`config.mk`:
```
export PLATFORM = sky130hd
export DESIGN_NAME = tmr_systolic_mv
export DESIGN_NICKNAME = d
export VERILOG_FILES = /design/src/rtl/tmr_mv_pkg.sv /design/src/rtl/tmr_mv_ctrl.sv /design/src/rtl/tmr_mv_datapath.sv /design/src/rtl/tmr_systolic_mv.sv
export SDC_FILE = /design/constraint.sdc
export NUM_CORES = 2
export LEC_CHECK = 0
export BUFFER_PORTS_ARGS = -buffer_cell sky130_fd_sc_hd__buf_2
export CAP_MARGIN = 15
export CORE_ASPECT_RATIO = 0.8
export CORE_MARGIN = 2
export CORE_UTILIZATION = 35
export DETAILED_ROUTE_END_ITERATION = 8
export PLACE_DENSITY = 0.56
export SETUP_SLACK_MARGIN = 0.3
export SLEW_MARGIN = 20
export SYNTH_ARGS = -nofsm -noshare
export SYNTH_HDL_FRONTEND = slang
export SYNTH_SLANG_ARGS = --single-unit
```
`constraint.sdc`:
```
create_clock -name clk -period 17 [get_ports clk]
set_clock_uncertainty 0.05 [all_clocks]
set_input_delay 3.4 -clock clk [delete_from_list [all_inputs] [get_ports clk]]
set_output_delay 3.4 -clock clk [all_outputs]
set_load 0.05 [all_outputs]
```
`src/rtl/tmr_mv_pkg.sv`:
```
package tmr_mv_pkg;

  localparam logic [1:0] PH_COPY0 = 2'd0;
  localparam logic [1:0] PH_COPY2 = 2'd2;

  // Strobes from the period controller to the datapath.
  typedef struct packed {
    logic       shift;   // operands advance one element at this edge
    logic       accept;  // a beat is taken at this edge
    logic       first;   // accepted beat is column 0 of a job
    logic       last;    // accepted beat is the final column of a job
    logic [1:0] phase;   // copy tag of the current cycle
  } tmr_strobe_t;

endpackage

```
`src/rtl/tmr_mv_ctrl.sv`:
```
module tmr_mv_ctrl
  import tmr_mv_pkg::*;
#(
  parameter int COLS = 6,
  localparam int CBW = (COLS > 1) ? $clog2(COLS) : 1
) (
  input  logic        clk,
  input  logic        rstN,
  input  logic        inValid,
  output logic        inReady,
  output tmr_strobe_t strb
);

  logic [1:0]     phase;
  logic [CBW-1:0] beatCnt;
  logic           takeBeat;
  logic           lastBeat;

  assign inReady  = (phase == PH_COPY2);
  assign takeBeat = inReady && inValid;
  assign lastBeat = (beatCnt == CBW'(COLS - 1));

  always_ff @(posedge clk) begin
    if (!rstN) begin
      phase   <= PH_COPY0;
      beatCnt <= '0;
    end else begin
      phase <= (phase == PH_COPY2) ? PH_COPY0 : phase + 2'd1;
      if (takeBeat) begin
        beatCnt <= lastBeat ? '0 : beatCnt + CBW'(1);
      end
    end
  end

  always_comb begin
    strb.shift  = inReady;
    strb.accept = takeBeat;
    strb.first  = takeBeat && (beatCnt == '0);
    strb.last   = takeBeat && lastBeat;
    strb.phase  = phase;
  end

endmodule

```
`src/rtl/tmr_mv_datapath.sv`:
```
module tmr_mv_datapath
  import tmr_mv_pkg::*;
#(
  parameter int PES  = 4,
  parameter int W    = 8,
  parameter int ACCW = 20,
  localparam int PEW = (PES > 1) ? $clog2(PES) : 1
) (
  input  logic              clk,
  input  logic              rstN,
  input  tmr_strobe_t       strb,
  input  logic [W-1:0]      inVec,
  input  logic [PES*W-1:0]  inCol,
  input  logic              faultEn,
  input  logic [PES-1:0]    faultRows,
  input  logic [2:0]        faultCopies,
  input  logic [ACCW-1:0]   faultMask,
  output logic              resValid,
  output logic [PEW-1:0]    resIdx,
  output logic [ACCW-1:0]   resData,
  output logic              resUncorr
);

  // Operand chain: stage k holds the beat that row k works on this period.
  logic [W-1:0]    xStage [PES];
  logic [PES-1:0]  valStage;
  logic [PES-1:0]  firstStage;
  logic [PES-1:0]  lastStage;

  always_ff @(posedge clk) begin
    if (!rstN) begin
      valStage   <= '0;
      firstStage <= '0;
      lastStage  <= '0;
      for (int k = 0; k < PES; k++) xStage[k] <= '0;
    end else if (strb.shift) begin
      xStage[0]     <= inVec;
      valStage[0]   <= strb.accept;
      firstStage[0] <= strb.first;
      lastStage[0]  <= strb.last;
      for (int k = 1; k < PES; k++) begin
        xStage[k]     <= xStage[k-1];
        valStage[k]   <= valStage[k-1];
        firstStage[k] <= firstStage[k-1];
        lastStage[k]  <= lastStage[k-1];
      end
    end
  end

  logic [2:0] copyHot;
  logic [2:0] hitCopy;
  assign copyHot = 3'b001 << strb.phase;
  assign hitCopy = faultEn ? (copyHot & faultCopies) : 3'b000;

  logic [ACCW-1:0] copy0 [PES];
  logic [ACCW-1:0] copy1 [PES];
  logic [ACCW-1:0] copyNow [PES];
  logic [PES-1:0]  doneVec;

  for (genvar k = 0; k < PES; k++) begin : g_pe
    // Column skew: row k's matrix element is delayed k+1 periods, matching xStage[k].
    logic [W-1:0] aLine [0:k];
    always_ff @(posedge clk) begin
      if (strb.shift) begin
        aLine[0] <= inCol[k*W +: W];
        for (int d = 1; d <= k; d++) aLine[d] <= aLine[d-1];
      end
    end

    logic [2*W-1:0]  prod;
    logic [ACCW-1:0] term;
    logic [ACCW-1:0] base;
    logic [ACCW-1:0] accNext;
    logic [ACCW-1:0] acc0, acc1, acc2;

    assign prod = aLine[k] * xStage[k];

    always_comb begin
      term = ACCW'(prod);
      if (faultRows[k] && (hitCopy != 3'b000)) term = term ^ (faultMask << strb.phase);
      case (strb.phase)
        2'd0:    base = acc0;
        2'd1:    base = acc1;
        default: base = acc2;
      endcase
      if (firstStage[k]) base = '0;
      accNext = base + term;
    end

    always_ff @(posedge clk) begin
      if (!rstN) begin
        acc0 <= '0;
        acc1 <= '0;
        acc2 <= '0;
      end else if (valStage[k]) begin
        case (strb.phase)
          2'd0:    acc0 <= accNext;
          2'd1:    acc1 <= accNext;
          default: acc2 <= accNext;
        endcase
      end
    end

    assign copy0[k]   = acc0;
    assign copy1[k]   = acc1;
    assign copyNow[k] = accNext;
    assign doneVec[k] = valStage[k] && lastStage[k] && (strb.phase == PH_COPY2);
  end

  // Shared voter: at most one row finishes per period.
  logic            anyDone;
  logic [PEW-1:0]  selIdx;
  logic [ACCW-1:0] v0, v1, v2;
  logic [ACCW-1:0] voted;
  logic            noMajority;

  always_comb begin
    anyDone = 1'b0;
    selIdx  = '0;
    v0      = '0;
    v1      = '0;
    v2      = '0;
    for (int k = 0; k < PES; k++) begin
      if (doneVec[k]) begin
        anyDone = 1'b1;
        selIdx  = PEW'(k);
        v0      = copy0[k];
        v1      = copy1[k];
        v2      = copyNow[k];
      end
    end
    noMajority = 1'b0;
    if ((v0 == v1) || (v0 == v2)) begin
      voted = v0;
    end else if (v1 == v2) begin
      voted = v1;
    end else begin
      voted      = v0;
      noMajority = 1'b1;
    end
  end

  always_ff @(posedge clk) begin
    if (!rstN) begin
      resValid  <= 1'b0;
      resIdx    <= '0;
      resData   <= '0;
      resUncorr <= 1'b0;
    end else begin
      resValid  <= anyDone;
      resUncorr <= anyDone && noMajority;
      if (anyDone) begin
        resIdx  <= selIdx;
        resData <= voted;
      end
    end
  end

endmodule

```
`src/rtl/tmr_systolic_mv.sv`:
```
module tmr_systolic_mv
  import tmr_mv_pkg::*;
#(
  parameter int PES  = 4,
  parameter int COLS = 6,
  parameter int W    = 8,
  parameter int ACCW = 20,
  localparam int PEW = (PES > 1) ? $clog2(PES) : 1
) (
  input  logic              clk,
  input  logic              rstN,
  input  logic              inValid,
  output logic              inReady,
  input  logic [W-1:0]      inVec,
  input  logic [PES*W-1:0]  inCol,
  input  logic              faultEn,
  input  logic [PES-1:0]    faultRows,
  input  logic [2:0]        faultCopies,
  input  logic [ACCW-1:0]   faultMask,
  output logic              resValid,
  output logic [PEW-1:0]    resIdx,
  output logic [ACCW-1:0]   resData,
  output logic              resUncorr
);

  // Jobs must be at least as long as the chain so that finishing rows never collide.
  initial begin
    if (COLS < PES || ACCW < 2 * W) $error("tmr_systolic_mv: needs COLS >= PES and ACCW >= 2*W");
  end

  tmr_strobe_t strb;

  tmr_mv_ctrl #(.COLS(COLS)) ctrlI (
    .clk     (clk),
    .rstN    (rstN),
    .inValid (inValid),
    .inReady (inReady),
    .strb    (strb)
  );

  tmr_mv_datapath #(.PES(PES), .W(W), .ACCW(ACCW)) dpI (
    .clk         (clk),
    .rstN        (rstN),
    .strb        (strb),
    .inVec       (inVec),
    .inCol       (inCol),
    .faultEn     (faultEn),
    .faultRows   (faultRows),
    .faultCopies (faultCopies),
    .faultMask   (faultMask),
    .resValid    (resValid),
    .resIdx      (resIdx),
    .resData     (resData),
    .resUncorr   (resUncorr)
  );

endmodule

```
==> flow_metrics.tcl <==
set metrics [dict create \
    status "finished clean" \
    viasPerCell 5.62 \
    grt_max_degree 91 \
    post-route-period-util 0.548 \
    die_x_microns 338 \
    max_slew_margin 0.212 \
    cts_tree "yes" \
    fp.dieH_microns 271 \
    postPlaceCellArea_sq_um 32800 \
    routedWlPerCell_microns 22.9 \
    crit_family "compound AO/OA/AOI/OAI gates" \
    reg2reg_depth 30 \
    clk_pin_slew_ns 0.06 \
    core.rowCount 98 \
    endpoint_kind "flip-flop" \
    cts.sinks 393 \
    totalWireLength_microns 115000 \
    final_common_cell "nand2_1" \
    cts_buffers 47 \
    clk_path_buf_depth 3 \
    crit_fanout 14 \
    fmax_ghz 0.107 \
    place.gp.congestion 1.02 \
    worst_path_max_delay_cell "nor4_2" \
    async_reset_ff_frac 0 \
    drv_cap 0 \
    synthCells 3795 \
    rrSetupSlack_ns 7.68 \
    hold_depth 0 \
    tightest_slew_ns 1.17 \
    start_kind "flip-flop" \
    fin_area_sq_um 34400 \
    synth_ff_type "dfxtp_1" \
    path_common_cell "fa_1" \
    cts_setup_buffers 0 \
    placedCellCount 4921 \
    ys_seq_area_frac 0.287 \
    pin_count 96 \
    min_to "dpI.g_pe[2].aLine[0][15]" \
    grt_usage 0.246 \
    dp_hpwl_microns 87200 \
    synth_seq_cells 393 \
    instances_no_fill 5006 \
    clkLatencyLatePin_ns 0.63 \
    worstReg2RegEnd "dpI.resData[19]" \
    dr.pass1.iters 6 \
    cp.required_ns 17.45 \
    worstReg2RegStart "dpI.xStage[0][2]" \
    yosysTopAreaCellShare 0.180 \
    area_growth_pct 9.84 \
    dieArea_sq_um 91800 \
    synthTopCellsByArea "dfxtp_1 18%, edfxtp_1 11%, fa_1 9.5%" \
    grt_first_pass_wirelength_microns 174000 \
    start_util 0.352 \
    whs_ns 0.357 \
    path_buf_inv 2 \
    finalCriticalPeriod_ns 9.32 \
    vias 28100 \
    synth_warnings 0 \
    core-area_sq_um 89000 \
    arrival_ns 9.78 \
    yosys.cell_types.count 90 \
    hp-start "dpI.g_pe[2].aLine[0][7]" \
    hp-class "reg2reg" \
    max_stage_delay_ns 0.61 \
    synth_top_cell_by_area "dfxtp_1" \
    syn_nets 4237 \
    clockRootBuffer "clkbuf_16" \
    syn_area_sq_um 31300 \
    p_leak_nw 14.1 \
    layout_common_cells "504 x nand2_1, 415 x nor2_1, 391 x a21oi_1" \
    synth_edf_count 112 \
    cts_hold_buffers 0 \
    critPathKind "reg2reg" \
    ant_nets 0 \
    rsz0062_at_grt "no" \
    nNetsFinal 4212 \
    drcViolationCount 0 \
    peakVddDrop_mv 0.0730 \
    first_global_vias 26300 \
    power.density_nw_per_um2 132 \
    htreeDepth 2 \
    drtIter0Drc 3531 \
    grt_overflow_total 0 \
    setup_viol 0 \
    syn_avg_cell_area_sq_um 8.25 \
    portBuffers 95 \
    drv_slew 0 \
    hold_viol 0 \
    fin_tns_setup_ns 0 \
    antenna_found_initial 3 \
    cts_resized 0 \
    num_antenna_cells 0 \
    drive_above_1_share 0.0715 \
]
state kept, by name, summed over array words and instances (netlist names):
signal          cells
dpI.g_pe.aLine     80
dpI.g_pe.acc0      80
dpI.g_pe.acc1      80
dpI.g_pe.acc2      80
dpI.xStage         32
dpI.resData        20
dpI.firstStage      4
dpI.lastStage       4
dpI.valStage        4
ctrlI.beatCnt       3
ctrlI.phase         2
dpI.resIdx          2
dpI.resUncorr       1
dpI.resValid        1
where the power goes:
part / internal, mW / switching [mW]
clock network: 0.614 / 0.435
registers: 1.01 / 0.0606
logic: 0.810 / 1.61
per-stage QoR:
stage	total power [mW]	setup slack, ns	utilization
2_1_floorplan	2.69	8.36	-
3_3_place_gp	3.47	7.26	0.368
3_5_place_dp	3.46	7.21	0.368
4_1_cts	4.52	7.71	0.386
5_1_grt	4.82	7.02	0.386
6_report	4.54	7.68	0.386
worst max-delay path by stage:
stage	cells past startpoint	to	from
floorplan	26	dpI.resData[7]	ctrlI.phase[0]
global placement	20	dpI.resData[7]	faultCopies[2]
detailed placement	18	dpI.resData[19]	faultCopies[2]
CTS	30	dpI.resData[19]	dpI.xStage[0][2]
global route	30	dpI.resData[19]	dpI.xStage[0][2]
finish	30	dpI.resData[19]	dpI.xStage[0][2]
final cells by class:
class | count | area (sq um)
fill | 9209 | 54600
multi-input combinational | 2967 | 20700
sequential | 393 | 8990
tap | 1200 | 1500
clock buffer | 64 | 1340
inverter | 222 | 841
timing repair buffer | 139 | 806
clock inverter | 21 | 229
Yosys cell counts (93+ instances only):
master    instances
clkbuf_1        165
xnor2_1         143
o21ai_0         111
and2_1          203
inv_1           219
fa_1            148
nand2_1         504
edfxtp_1        112
dfxtp_1         281
a22oi_1          93
ha_1            223
a21oi_1         391
nor2_1          417
metal layers:
| metal | up-vias | GRT usage | part of all wire |
|---|---|---|---|
| met5 | - | 0 | 0 |
| met4 | 0 | 0.0819 | 0.034 |
| met3 | 163 | 0.0440 | 0.097 |
| met2 | 1244 | 0.364 | 0.42 |
| met1 | 13600 | 0.360 | 0.45 |
| li1 | 13100 | - | - |
logic make-up (layout without fill, tap and decap cells):
family | Yosys count | in the layout | share of synthesized area
and+or+nand+nor | 1389 | 1389 | 0.203
AOI/OAI and AO/OA | 947 | 947 | 0.196
buffers and inverters | 435 | 446 | 0.0551
DFF | 393 | 393 | 0.287
adders and majority gates | 371 | 371 | 0.184
xor gates and xnor gates | 220 | 220 | 0.0616
muxes | 40 | 40 | 0.0135
(Power assumes the default switching activity.)
